<file path="src/rtl/cfg_switch_pkg.sv">
package cfg_switch_pkg;

    typedef enum logic [1:0] {
        AM_CMDSET  = 2'd0,
        AM_SETBITS = 2'd1,
        AM_CLRBITS = 2'd2,
        AM_WRITE   = 2'd3
    } access_mode_e;

    typedef struct packed {
        access_mode_e mode;
        logic [7:0]   index;
        logic [7:0]   value;
        logic [2:0]   cset;
        logic         rsvd_bad;
    } switch_req_t;

    localparam logic [5:0] SWITCH_CMD_IDX = 6'd6;
    localparam logic [7:0] IDX_ERASE_GRP  = 8'd175;
    localparam logic [7:0] IDX_BUS_WIDTH  = 8'd183;
    localparam logic [7:0] IDX_HS_TIMING  = 8'd185;

    function automatic switch_req_t unpack_arg(input logic [31:0] a);
        switch_req_t r;
        r.mode     = access_mode_e'(a[25:24]);
        r.index    = a[23:16];
        r.value    = a[15:8];
        r.cset     = a[2:0];
        r.rsvd_bad = (|a[31:26]) | (|a[7:3]);
        return r;
    endfunction

    function automatic logic bus_width_legal(input logic [7:0] c);
        return (c == 8'd0) || (c == 8'd1) || (c == 8'd2) ||
               (c == 8'd5) || (c == 8'd6);
    endfunction

    function automatic logic is_writable(input logic [7:0] idx);
        return (idx == IDX_ERASE_GRP) || (idx == IDX_BUS_WIDTH) ||
               (idx == IDX_HS_TIMING);
    endfunction

    function automatic logic [7:0] default_byte(input int idx, input logic [31:0] sec);
        logic [7:0] b;
        b = 8'h00;
        if (idx == 192)      b = 8'h05;
        else if (idx == 194) b = 8'h02;
        else if (idx == 196) b = 8'h03;
        else if (idx == 212) b = sec[7:0];
        else if (idx == 213) b = sec[15:8];
        else if (idx == 214) b = sec[23:16];
        else if (idx == 215) b = sec[31:24];
        else if (idx >= 217 && idx <= 232) b = 8'(idx - 200);
        return b;
    endfunction

endpackage

</file>
<file path="src/rtl/switch_decode.sv">
module switch_decode
    import cfg_switch_pkg::*;
(
    input  logic [31:0] arg,
    output switch_req_t req,
    output logic        target_ok
);
    always_comb begin
        req       = unpack_arg(arg);
        target_ok = is_writable(req.index);
    end
endmodule

</file>
<file path="src/rtl/switch_alu.sv">
module switch_alu
    import cfg_switch_pkg::*;
(
    input  switch_req_t req,
    input  logic [7:0]  cur_byte,
    output logic [7:0]  new_byte,
    output logic        result_ok
);
    always_comb begin
        unique case (req.mode)
            AM_SETBITS: new_byte = cur_byte | req.value;
            AM_CLRBITS: new_byte = cur_byte & ~req.value;
            AM_WRITE:   new_byte = req.value;
            default:    new_byte = cur_byte;
        endcase
        if (req.index == IDX_BUS_WIDTH)
            result_ok = bus_width_legal(new_byte);
        else
            result_ok = 1'b1;
    end
endmodule

</file>
<file path="src/rtl/ext_reg_array.sv">
module ext_reg_array
    import cfg_switch_pkg::*;
#(
    parameter int          NUM_BYTES = 512,
    parameter int          ADDR_W    = $clog2(NUM_BYTES),
    parameter logic [31:0] SEC_COUNT = 32'h00EC_8000
) (
    input  logic              clk,
    input  logic              rst,
    input  logic              wr_en,
    input  logic [ADDR_W-1:0] wr_addr,
    input  logic [7:0]        wr_data,
    input  logic [ADDR_W-1:0] cur_addr,
    output logic [7:0]        cur_data,
    input  logic [ADDR_W-1:0] rd_addr,
    output logic [7:0]        rd_data
);
    logic [7:0] mem [NUM_BYTES];

    always_ff @(posedge clk) begin
        if (rst) begin
            for (int i = 0; i < NUM_BYTES; i++)
                mem[i] <= default_byte(i, SEC_COUNT);
        end else if (wr_en) begin
            mem[wr_addr] <= wr_data;
        end
    end

    assign cur_data = mem[cur_addr];
    assign rd_data  = mem[rd_addr];

    // without a write strobe, the byte seen at a steady address holds
    assert_hold_no_write_R3: assert property (@(posedge clk) disable iff (rst)
        !wr_en |=> (rd_addr != $past(rd_addr)) || (rd_data == $past(rd_data)));
endmodule

</file>
<file path="src/rtl/busy_timer.sv">
module busy_timer #(
    parameter int BUSY_CYCLES = 8,
    parameter int CNT_W       = $clog2(BUSY_CYCLES + 1)
) (
    input  logic clk,
    input  logic rst,
    input  logic start,
    output logic busy
);
    localparam logic [CNT_W-1:0] LOAD = CNT_W'(BUSY_CYCLES);

    logic [CNT_W-1:0] cnt;

    always_ff @(posedge clk) begin
        if (rst)             cnt <= '0;
        else if (start)      cnt <= LOAD;
        else if (cnt != '0)  cnt <= cnt - 1'b1;
    end

    assign busy = (cnt != '0);

    assert_busy_after_take_R10: assert property (@(posedge clk) disable iff (rst)
        start |=> busy);
    assert_no_drop_on_take_R10: assert property (@(posedge clk) disable iff (rst)
        $fell(busy) |-> !$past(start));
endmodule

</file>
<file path="src/rtl/cfg_switch_exec.sv">
module cfg_switch_exec
    import cfg_switch_pkg::*;
#(
    parameter int          NUM_BYTES   = 512,
    parameter int          ADDR_W      = $clog2(NUM_BYTES),
    parameter int          BUSY_CYCLES = 8,
    parameter logic [31:0] SEC_COUNT   = 32'h00EC_8000
) (
    input  logic              clk,
    input  logic              rst,
    input  logic              cmd_valid,
    input  logic [5:0]        cmd_index,
    input  logic [31:0]       cmd_arg,
    output logic              busy,
    output logic              switch_err,
    output logic [2:0]        cmd_set,
    input  logic [ADDR_W-1:0] rd_addr,
    output logic [7:0]        rd_data
);
    switch_req_t       req;
    logic              target_ok;
    logic [7:0]        cur_byte;
    logic [7:0]        new_byte;
    logic              result_ok;
    logic              take;
    logic              reject;
    logic              wr_en;
    logic [ADDR_W-1:0] tgt_addr;

    switch_decode u_decode (
        .arg       (cmd_arg),
        .req       (req),
        .target_ok (target_ok)
    );

    assign tgt_addr = ADDR_W'(req.index);

    switch_alu u_alu (
        .req       (req),
        .cur_byte  (cur_byte),
        .new_byte  (new_byte),
        .result_ok (result_ok)
    );

    ext_reg_array #(
        .NUM_BYTES (NUM_BYTES),
        .ADDR_W    (ADDR_W),
        .SEC_COUNT (SEC_COUNT)
    ) u_array (
        .clk      (clk),
        .rst      (rst),
        .wr_en    (wr_en),
        .wr_addr  (tgt_addr),
        .wr_data  (new_byte),
        .cur_addr (tgt_addr),
        .cur_data (cur_byte),
        .rd_addr  (rd_addr),
        .rd_data  (rd_data)
    );

    busy_timer #(
        .BUSY_CYCLES (BUSY_CYCLES)
    ) u_timer (
        .clk   (clk),
        .rst   (rst),
        .start (take),
        .busy  (busy)
    );

    always_comb begin
        take   = cmd_valid && (cmd_index == SWITCH_CMD_IDX) && !busy;
        reject = req.rsvd_bad ||
                 ((req.mode != AM_CMDSET) && (!target_ok || !result_ok));
        wr_en  = take && !reject && (req.mode != AM_CMDSET);
    end

    always_ff @(posedge clk) begin
        if (rst) begin
            switch_err <= 1'b0;
            cmd_set    <= 3'd0;
        end else if (take) begin
            switch_err <= reject;
            if (!reject && req.mode == AM_CMDSET)
                cmd_set <= req.cset;
        end
    end

    assert_err_on_reject_R11: assert property (@(posedge clk) disable iff (rst)
        (take && reject) |=> switch_err);
    assert_err_clear_on_accept_R11: assert property (@(posedge clk) disable iff (rst)
        (take && !reject) |=> !switch_err);
    assert_cmdset_hold_R6: assert property (@(posedge clk) disable iff (rst)
        !take |=> $stable(cmd_set));
    assert_err_hold_when_idle_R10: assert property (@(posedge clk) disable iff (rst)
        !take |=> $stable(switch_err));
endmodule

</file>
<file path="config.mk">
export PLATFORM = sky130hd
export DESIGN_NAME = cfg_switch_exec
export DESIGN_NICKNAME = d
export VERILOG_FILES = /design/src/rtl/cfg_switch_pkg.sv /design/src/rtl/switch_decode.sv /design/src/rtl/switch_alu.sv /design/src/rtl/ext_reg_array.sv /design/src/rtl/busy_timer.sv /design/src/rtl/cfg_switch_exec.sv
export SDC_FILE = /design/constraint.sdc
export NUM_CORES = 2
export LEC_CHECK = 0
export BUFFER_PORTS_ARGS = -buffer_cell sky130_fd_sc_hd__buf_4
export CORE_ASPECT_RATIO = 0.7
export CORE_MARGIN = 4
export CORE_UTILIZATION = 61
export DETAILED_ROUTE_END_ITERATION = 7
export PLACE_DENSITY = 0.85
export SYNTH_ARGS = -nofsm -noshare
export SYNTH_HDL_FRONTEND = slang
export SYNTH_SLANG_ARGS = --single-unit
</file>
<file path="constraint.sdc">
create_clock -name clk -period 5 [get_ports clk]
set_input_delay 0.5 -clock clk [delete_from_list [all_inputs] [get_ports clk]]
set_output_delay 0.5 -clock clk [all_outputs]
set_load 0.02 [all_outputs]
</file>
==> impl_metrics.py <==
metrics = {
    "run_status": {
        "outcome": "completed",
    },
    "setup_path": {
        "r2r-end": "u_array.mem[183][5]$_SDFFCE_PN0P_",
        "start_kind": "primary input",
        "required_ps": 4500,
        "r2r_start": "u_array.mem[203][5]$_SDFFCE_PN0P_",
        "crit_type": "in2out",
        "cp_max_fo": 19,
        "crit_arrival_ps": 3910,
        "rr_worst_depth": 10,
        "rrSetupSlack_ps": 1000,
        "crit_path_end_kind": "output pin",
    },
    "sta": {
        "rsz0062_at_grt": "no",
        "setup_tns_ps": 0,
        "finalCritPeriodShare_pct": 88.2,
        "hold_viol_final": 0,
        "finalSetupViolCount": 0,
        "max_freq_ghz": 0.227,
        "min_period_ps": 4410,
        "clock_skew_ps": 32.6,
        "worst_pin_slew_ps": 1160,
        "relSlewSlack_pct": 22.6,
        "final_max_slew_viol_count": 0,
    },
    "pwr": {
        "ir_worst_vdd_mv": 0.292,
        "pwr_density_cell_nw_per_um2": 357,
        "p_leak_nw": 41.4,
    },
    "yosys": {
        "synth-seq-cells": 2056,
        "ys_types": 87,
        "netlist_area_um2": 97100,
        "synth_ff_type": "edfxtp_1",
        "synth_seq_area_share_pct": 63.5,
        "synth_cells": 4792,
        "yosysWarnings": 0,
        "async_reset_ff_share_pct": 0,
        "synth_edf_count": 2048,
        "avgSynthCellArea_um2": 20.3,
    },
    "global_route": {
        "grt_usage_pct": 29.1,
        "grt_pass1_wl_mm": 355,
        "antenna_found_initial": 13,
        "grt_pass1_vias": 56700,
        "grt_overflow_total": 0,
        "grt_max_degree": 204,
    },
    "cts": {
        "cts_max_path_buffers": 3,
        "clk_latency_ps": 830,
        "cts_tree": "done",
        "cts_htree_levels": 4,
        "numCtsBuffers": 188,
        "cts_root_buf": "clkbuf_16",
        "cts_sinks": 2056,
        "clk_pin_slew_ps": 60,
    },
    "final_layout": {
        "final_cell_mix": "edfxtp_1, conb_1, mux4_2, mux2i_1, buf_4",
        "layout_commonest_cell": "edfxtp_1",
        "final_area_um2": 113000,
        "area.sequential_um2": 61700,
        "fillers": 9181,
        "final_core_util_pct": 71.4,
        "area_delta_synth_final_pct": 16.4,
        "drive_gt1_share_pct": 24.0,
        "multiInputGateArea_um2": 39600,
        "nNetsFinal": 6709,
        "instances_no_fill": 8926,
    },
    "min_path": {
        "min-delay-start": "cmd_arg[15]",
        "worstHoldPathType": "in2reg",
        "worstHoldEndpoint": "u_array.mem[185][7]$_SDFFCE_PN0P_",
        "holdPathStages": 3,
    },
    "placement": {
        "placed_area_um2": 107000,
        "dp_hpwl_mm": 152,
        "dp_cells": 8572,
        "place.gp.congestion": 0.847,
        "io_buffers": 62,
    },
    "floorplanning": {
        "dieArea_um2": 166000,
        "coreArea_um2": 158000,
        "ios": 63,
        "die_y_um": 342,
        "die_x_um": 485,
        "start_util_pct": 61.4,
        "num_rows": 122,
    },
    "routing": {
        "dr.pass1.iters": 6,
        "vias_per_cell": 6.14,
        "drt_iter0_markers": 8315,
        "drc": 0,
        "vias": 54800,
        "avgRoutedWirePerCell_um": 26.7,
        "ant_nets": 0,
        "wl_mm": 238,
    },
    "flow_run": {
        "drv_cap": 0,
    },
}
## cell type report
type                       count  area share (%)
antenna                        5          0.0111
clock buffer                 223            4.34
clock inverter               123           0.877
inverter                      15          0.0510
multi-input combinational   4106            35.0
sequential                  2056            54.6
tap                         2108            2.33
timing repair buffer         290            2.76
## worst max-delay path by stage
stage | slack, ps | start | endpoint
after floorplan | 910 | rd_addr[0] | rd_data[0]
after global placement | 260 | cmd_arg[16] | u_array.mem[183][2]$_SDFFCE_PN0P_
after detailed placement | 190 | cmd_arg[16] | u_array.mem[183][2]$_SDFFCE_PN0P_
after CTS | 540 | rd_addr[0] | rd_data[3]
after global routing | 480 | rd_addr[0] | rd_data[3]
final | 590 | rd_addr[0] | rd_data[3]
## cell usage after synthesis, drive strengths merged, types with 3 or more instances
master   number  share of area (%)
a21oi        60               0.31
nand4        11              0.071
xor2          5              0.045
a311oi        6              0.054
a22o          5              0.045
clkbuf      434                1.8
nor2b        22               0.14
or3           3              0.019
buf         208                1.8
o21a          4              0.031
o211ai       11              0.090
nor3         27               0.15
nand2b        4              0.026
nand3b        3              0.023
a221oi       11               0.11
nor4         16               0.11
nand2        95               0.37
a21boi        4              0.031
o2111ai       3              0.027
and2         10              0.064
a2111oi      11               0.11
o21ai        29               0.15
a22oi       167                1.3
nand3        39               0.20
edfxtp     2048                 63
a211oi       24               0.19
mux2         18               0.21
o221ai        5              0.052
mux2i       263                2.7
a32oi         3              0.027
mux4       1087                 25
inv          14              0.054
o22ai        28               0.18
a31oi        15               0.11
nor2         50               0.19
and3          7              0.046
dfxtp         8               0.16
## kinds of logic (layout without fill, tap and decap cells)
group | Yosys count | in the layout | share of synthesized area (%)
AOI/OAI and AO/OA | 406 | 406 | 3.01
xor gates and xnor gates | 6 | 6 | 0.0541
adders and majority gates | 2 | 2 | 0.0258
buffers and inverters | 657 | 651 | 3.59
DFF | 2056 | 2056 | 63.5
muxes | 1368 | 1368 | 28.3
other | 2 | 2034 | 0.00774
and+or+nand+nor | 295 | 295 | 1.49
## power breakdown
group | leakage [nW] | switching [mW] | internal, mW | total [mW]
combinational | 18.4 | 2.60 | 2.43 | 5.03
clock | 2.88 | 6.35 | 7.67 | 14.0
sequential | 20.1 | 0.748 | 20.5 | 21.3
total | 41.4 | 9.69 | 30.7 | 40.3
## per-layer routing
layer  vias to the layer above  part of all wire (%)  global-route usage [%]
met5                         -                 0.043                       0
met2                      3771                    48                    45.7
met1                     28000                    35                    40.0
li1                      22300                     -                       -
met4                        16                   4.7                    12.1
met3                       717                    12                    7.21
## sequential cells by signal (all words and copies together) (netlist names)
register,count
u_timer.cnt,4
cmd_set,3
switch_err,1
u_array.mem,2048
## through the flow
stage | hold slack (ps) | power [mW] | setup WS [ps]
finish | 77.5 | 40.3 | 589
global route | 75.8 | 41.7 | 477
CTS | 27.5 | 40.4 | 545
detailed placement | 487 | 26.5 | 191
global placement | 477 | 26.1 | 262
floorplan | 487 | 24.8 | 914
## critical path, stage by stage
cell	delay (ps)
buf_8	220
buf_12	230
buf_4	390
mux4_2	580
mux4_2	510
mux4_2	580
mux4_2	540
nor2b_1	160
buf_4	150
## what timing repair did
action / 4_1_cts / 5_1_grt
hold endpoints to repair: 3 / 0
buffers inserted: 0 / 0
hold buffers: 3 / 0
gates resized for setup: 0 / 0
Note: power is estimated with default switching activity, not from simulation.
